==> config.mk <==
export PLATFORM = sky130hd
export DESIGN_NAME = mline_seg_decoder
export DESIGN_NICKNAME = d
export VERILOG_FILES = /design/src/rtl/mline_seg_decoder.sv
export SDC_FILE = /design/constraint.sdc
export NUM_CORES = 2
export LEC_CHECK = 0
export CELL_PAD_IN_SITES_DETAIL_PLACEMENT = 0
export CELL_PAD_IN_SITES_GLOBAL_PLACEMENT = 1
export CORE_AREA = 5 5 433 435
export DETAILED_ROUTE_END_ITERATION = 6
export DIE_AREA = 0 0 438 440
export PLACE_DENSITY_LB_ADDON = 0.1
export SYNTH_ARGS = -nofsm -noshare
export SYNTH_HDL_FRONTEND = slang
export SYNTH_SLANG_ARGS = --single-unit
export TNS_END_PERCENT = 10
==> constraint.sdc <==
create_clock -name line_clk -period 1 [get_ports line_clk]
set_clock_uncertainty 0.2 [all_clocks]
set_input_delay 0.2 -clock line_clk [delete_from_list [all_inputs] [get_ports line_clk]]
set_output_delay 0.2 -clock line_clk [all_outputs]
set_load 0.02 [all_outputs]
==> src/rtl/mline_seg_decoder.sv <==
module mline_seg_decoder #(
  parameter int COLS = 160
) (
  input  logic                  line_clk,
  input  logic                  rst_n,
  input  logic [COLS-1:0]       row0,
  input  logic [COLS-1:0]       row1,
  input  logic [COLS-1:0]       row2,
  input  logic [COLS-1:0]       row3,
  input  logic                  pat_f2,
  input  logic                  pat_f1,
  input  logic                  fr,
  input  logic                  invert,
  input  logic                  blank,
  output logic [3*COLS-1:0]     level
);

  localparam logic [2:0] LVL_VC = 3'd2;
  localparam logic [2:0] LVL_MAX = 3'd4;
  localparam int LW = 3*COLS;
  localparam logic [LW-1:0] ALL_VC = {COLS{LVL_VC}};

  logic [3:0] neg_line;

  always_comb begin
    unique case ({pat_f2, pat_f1})
      2'b11:   neg_line = 4'b0010;
      2'b10:   neg_line = 4'b0100;
      2'b01:   neg_line = 4'b0001;
      default: neg_line = 4'b1000;
    endcase
  end

  genvar c;
  generate
    for (c = 0; c < COLS; c++) begin : g_col
      logic [3:0] dots;
      logic [2:0] miss;
      logic [2:0] nxt;

      assign dots = {row3[c], row2[c], row1[c], row0[c]} ^ {4{invert}};
      assign miss = 3'(dots[0] ^ neg_line[0]) + 3'(dots[1] ^ neg_line[1])
                  + 3'(dots[2] ^ neg_line[2]) + 3'(dots[3] ^ neg_line[3]);
      assign nxt  = fr ? miss : LVL_MAX - miss;

      always_ff @(negedge line_clk or negedge rst_n) begin
        if (!rst_n)     level[3*c +: 3] <= LVL_VC;
        else if (blank) level[3*c +: 3] <= LVL_VC;
        else            level[3*c +: 3] <= nxt;
      end

      assert_code_range_R1: assert property (@(negedge line_clk) disable iff (!rst_n)
        level[3*c +: 3] <= LVL_MAX);
    end
  endgenerate

  logic [1:0] warm;
  always_ff @(negedge line_clk or negedge rst_n) begin
    if (!rst_n)            warm <= 2'd0;
    else if (warm != 2'd3) warm <= warm + 2'd1;
  end

  logic [4*COLS-1:0] rows_all;
  assign rows_all = {row3, row2, row1, row0};

  assert_blank_vc_R6: assert property (@(negedge line_clk) disable iff (!rst_n)
    (warm != 2'd0 && $past(blank)) |-> level == ALL_VC);

  assert_fr_mirror_R4: assert property (@(negedge line_clk) disable iff (!rst_n)
    (warm == 2'd3 && $past(fr) != $past(fr, 2) && !$past(blank) && !$past(blank, 2)
     && $past(rows_all) == $past(rows_all, 2) && $past(invert) == $past(invert, 2)
     && $past({pat_f2, pat_f1}) == $past({pat_f2, pat_f1}, 2))
    |-> level[2:0] == LVL_MAX - $past(level[2:0]));

  assert_invert_complement_R5: assert property (@(negedge line_clk) disable iff (!rst_n)
    (warm == 2'd3 && $past(invert) != $past(invert, 2) && !$past(blank) && !$past(blank, 2)
     && $past(rows_all) == ~$past(rows_all, 2) && $past(fr) == $past(fr, 2)
     && $past({pat_f2, pat_f1}) == $past({pat_f2, pat_f1}, 2))
    |-> $stable(level));

  assert_hold_R7: assert property (@(negedge line_clk) disable iff (!rst_n)
    (warm == 2'd3 && $past({rows_all, pat_f2, pat_f1, fr, invert, blank})
       == $past({rows_all, pat_f2, pat_f1, fr, invert, blank}, 2))
    |-> $stable(level));

endmodule

---- After elaboration in Yosys (flattened, before gate mapping) ----
Cells that the tools add are included.
storage, ports and cells
  bits in registers ....................... 480
  input port bits ......................... 647
  output and inout bits ................... 480
  word-level logic and storage cells ...... 1,924
cells by class
  add/subtract/negate cells ............... 640
  equal/unequal tests ..................... 3
  multiplexer cells ....................... 321
  bitwise operators ....................... 800
operators by type and width
  kind                                                              count
  3-bit 2-to-1 mux                                                  320
  1-bit XOR                                                         640
  4-bit XOR                                                         160
  2-bit by 1-bit adder with 3-bit output                            160
  3-bit by 1-bit adder with 3-bit output                            160
  3-bit subtractor (first input constant)                           160
  1-bit by 1-bit adder with 2-bit output                            160
  4-bit one-hot mux with 3 select lines                             1
  2-bit == test (second input constant)                             2
  2-bit by 1-bit == test with 1-bit output (second input constant)  1

---- Longest topological paths before layout ----
  depth in word-level cells ............... 9
  gate-level depth with buffers ........... 14
  gate-level depth less buffers ........... 12

==> metrics.md <==
| Metric | Value |
|---|---|
| Status | complete, but fails checks |
| Failing checks | hold timing, setup timing |
| Worst VDD drop | 0.00132 V |
| Via count | 30800 |
| Row Count | 157 |
| Post-synth top area share | 0.221 |
| Initial antenna violation count | 43 |
| CP Data Required Time | 0.76 ns |
| Pleak | 31.3 nW |
| Die Height | 440 microns |
| Max clock buf depth | 3 |
| FF+latch area | 12200 sq um |
| Hold-fix buffers, CTS | 5 |
| Fin util | 0.373 |
| Detailed Place HPWL | 147000 microns |
| Synth top area cells | dfrtn_1 (22%), ha_1 (17%), dfstp_2 (12%) |
| First-pass GRT wire length | 257000 microns |
| WS Path Type | in -> reg |
| Detailed-route vias per instance | 3.87 |
| CP Capture Type | flop |
| PwrDens | 2400 nW/um^2 |
| Placer Congestion | 0.837 |
| Core area | 183000 sq um |
| Total Neg Setup Slack | -1612.64 ns |
| Critical path launch point type | primary input |
| Average size of a mapped cell | 10.2 sq um |
| Initial Utilization | 0.199 |
| Slew Limit Fails | 0 |
| # IOs | 1127 |
| Area of the multi-input gates | 26500 sq um |
| Wire per inst | 23.5 microns |
| Clock-pin slew on the worst setup and hold paths | 0.04 ns |
| Layout Nets | 6801 |
| Design Area, Final | 68100 sq um |
| Share of cells above drive strength 1 | 0.368 |
| CTS Buf Count | 73 |
| Register area share after synthesis | 0.336 |
| Final Hold Viols | 183 |
| EDFF count, synth | 0 |
| Total grt overflow | 0 |
| Synth area leader | dfrtn_1 |
| Cells after DPL | 7470 |
| Yosys cell types | 17 |
| Max reg flops | 480 |
| Iter 0 DRT Violations | 1025 |
| Synth top cells by count | inv_1 (641), ha_1 (480), xor2_1 (480), nor2b_1 (322), xnor2_1 (322) |
| Most common flop cell mapped by yosys | dfrtn_1 |
| Synthesized net count | 4831 |
| Die X | 438 microns |
| Clk root buf | clkbuf_16 |
| Slew @ Worst Pin | 0.529 ns |
| Post-Place Cell Area | 56700 sq um |
| Largest net degree at the start of global routing | 39 |
| Routed Antenna Nets | 0 |
| #FFs+latches synth | 480 |
| Layout fillers | 18200 |
| Area Overhead vs Synth | 87.7% |
| Hold Slack | -0.247 ns |
| Largest registers | level x480 |
| H-tree lvl count | 3 |
| Mapped Area | 36300 sq um |
| RSZ-0062 raised after global routing | yes |
| Count leader, synth | inv_1 |
| Setup WS post-layout | -2.35 ns |
| Asr flop ratio synth | 1.00 |
| Sink Count | 480 |
| Full die area | 193000 sq um |
| Dpl ws | -3.65 ns |
| Slew margin rel. | 0.645 |
| Total power | 163 mW |
| Reg with most FFs | level |
| Synth Warn # | 0 |
| CTS tree | yes |
| Post-route insts no fill | 7969 |
| Worst-path maximum fanout | 7 |
| Overall routing resource usage | 0.189 |
| CP Data Arrival Time | 3.11 ns |
| Cell count after synthesis | 3544 |
| Maxcap violations | 0 |
| Port Buf Inserts | 1126 |
| Vias in the first global route | 33500 |
| HP Class | in -> async |
| Final setup violation count | 969 |
| DRC violations left | 0 |
| Post-Route WL | 187000 microns |
| First-pass DRT Iterations | 4 |
[timing repair]
action,4_1_cts,5_1_grt
cloned,26,0
endpoints found under the hold margin,237,228
resized for setup,519,500
pin swaps,261,275
setup endpoints to repair,960,969
buffers inserted,121,63
[placed cells by master, fill, tap and decap left out, types with 5 or more instances in the layout]
master / instances
clkdlybuf4s50_1: 824
ha_1: 159
xnor2_1: 297
clkbuf_8: 8
buf_6: 45
ha_4: 208
nor2_1: 315
inv_4: 12
buf_4: 700
inv_2: 85
clkbuf_16: 77
buf_16: 34
a211o_1: 160
buf_12: 274
dlygate4sd3_1: 5
dfstp_2: 160
xor2_2: 128
xnor2_2: 23
clkbuf_1: 19
nor2b_4: 70
diode_2: 11
clkinvlp_2: 5
clkinv_1: 8
ha_2: 113
xor2_1: 301
dfrtn_1: 320
xor2_4: 52
nor2b_1: 248
inv_1: 707
buf_8: 25
fa_1: 159
[cell type report]
type,instances,share of cell area
clock inverters,190,0.0130
repair buffers,1911,0.308
multi-input cells,2248,0.389
diodes,11,0.000404
inverters,640,0.0357
well taps,2385,0.0438
clock buffers,104,0.0309
flip-flops and latches,480,0.179
[kinds of logic (layout without fill, tap and decap cells)]
family | count (synthesis) | after routing | share of synthesized area
fa+ha+maj | 640 | 640 | 0.254
other cells | 0 | 11 | 0
xor+xnor | 804 | 804 | 0.194
flops | 480 | 480 | 0.336
compound gates | 160 | 160 | 0.0386
simple gates | 644 | 644 | 0.0888
buf+inv | 816 | 2845 | 0.0882
[worst max-delay path, cell delays in order]
cell     delay, ns
buf_8         0.10
buf_6         0.11
nor2_4        0.14
xnor2_4       0.10
buf_12        0.15
buf_16        0.16
buf_16        0.17
buf_12        0.15
buf_6         0.11
xor2_2        0.14
fa_1          0.53
inv_1         0.06
ha_2          0.19
ha_4          0.27
inv_2         0.04
ha_4          0.14
nor2b_4       0.11
xnor2_1       0.15
nor2_1        0.06
[final timing paths]
kind	startpoint	to	slack, ns	cells after the start
max	pat_f1	level[293]	-2.35	19
min	rst_n	level[57]	-0.25	2
min in group line_clk	blank	level[80]	0.25	3
max in group asynchronous	rst_n	level[265]	-0.21	3
[routing by layer]
metal	global-route usage	vias to the layer above	part of all wire
li1	-	14600	-
met1	0.213	15300	0.38
met2	0.355	758	0.53
met3	0.0438	220	0.055
met4	0.0477	18	0.026
met5	0	-	0.00065
[power breakdown]
| group | internal (mW) | switching [mW] | total (mW) |
|---|---|---|---|
| Combinational | 55.6 | 47.1 | 103 |
| Sequential | 27.7 | 3.76 | 31.5 |
| Clock | 16.6 | 12.6 | 29.2 |
Note: power is estimated with default switching activity, not from simulation.
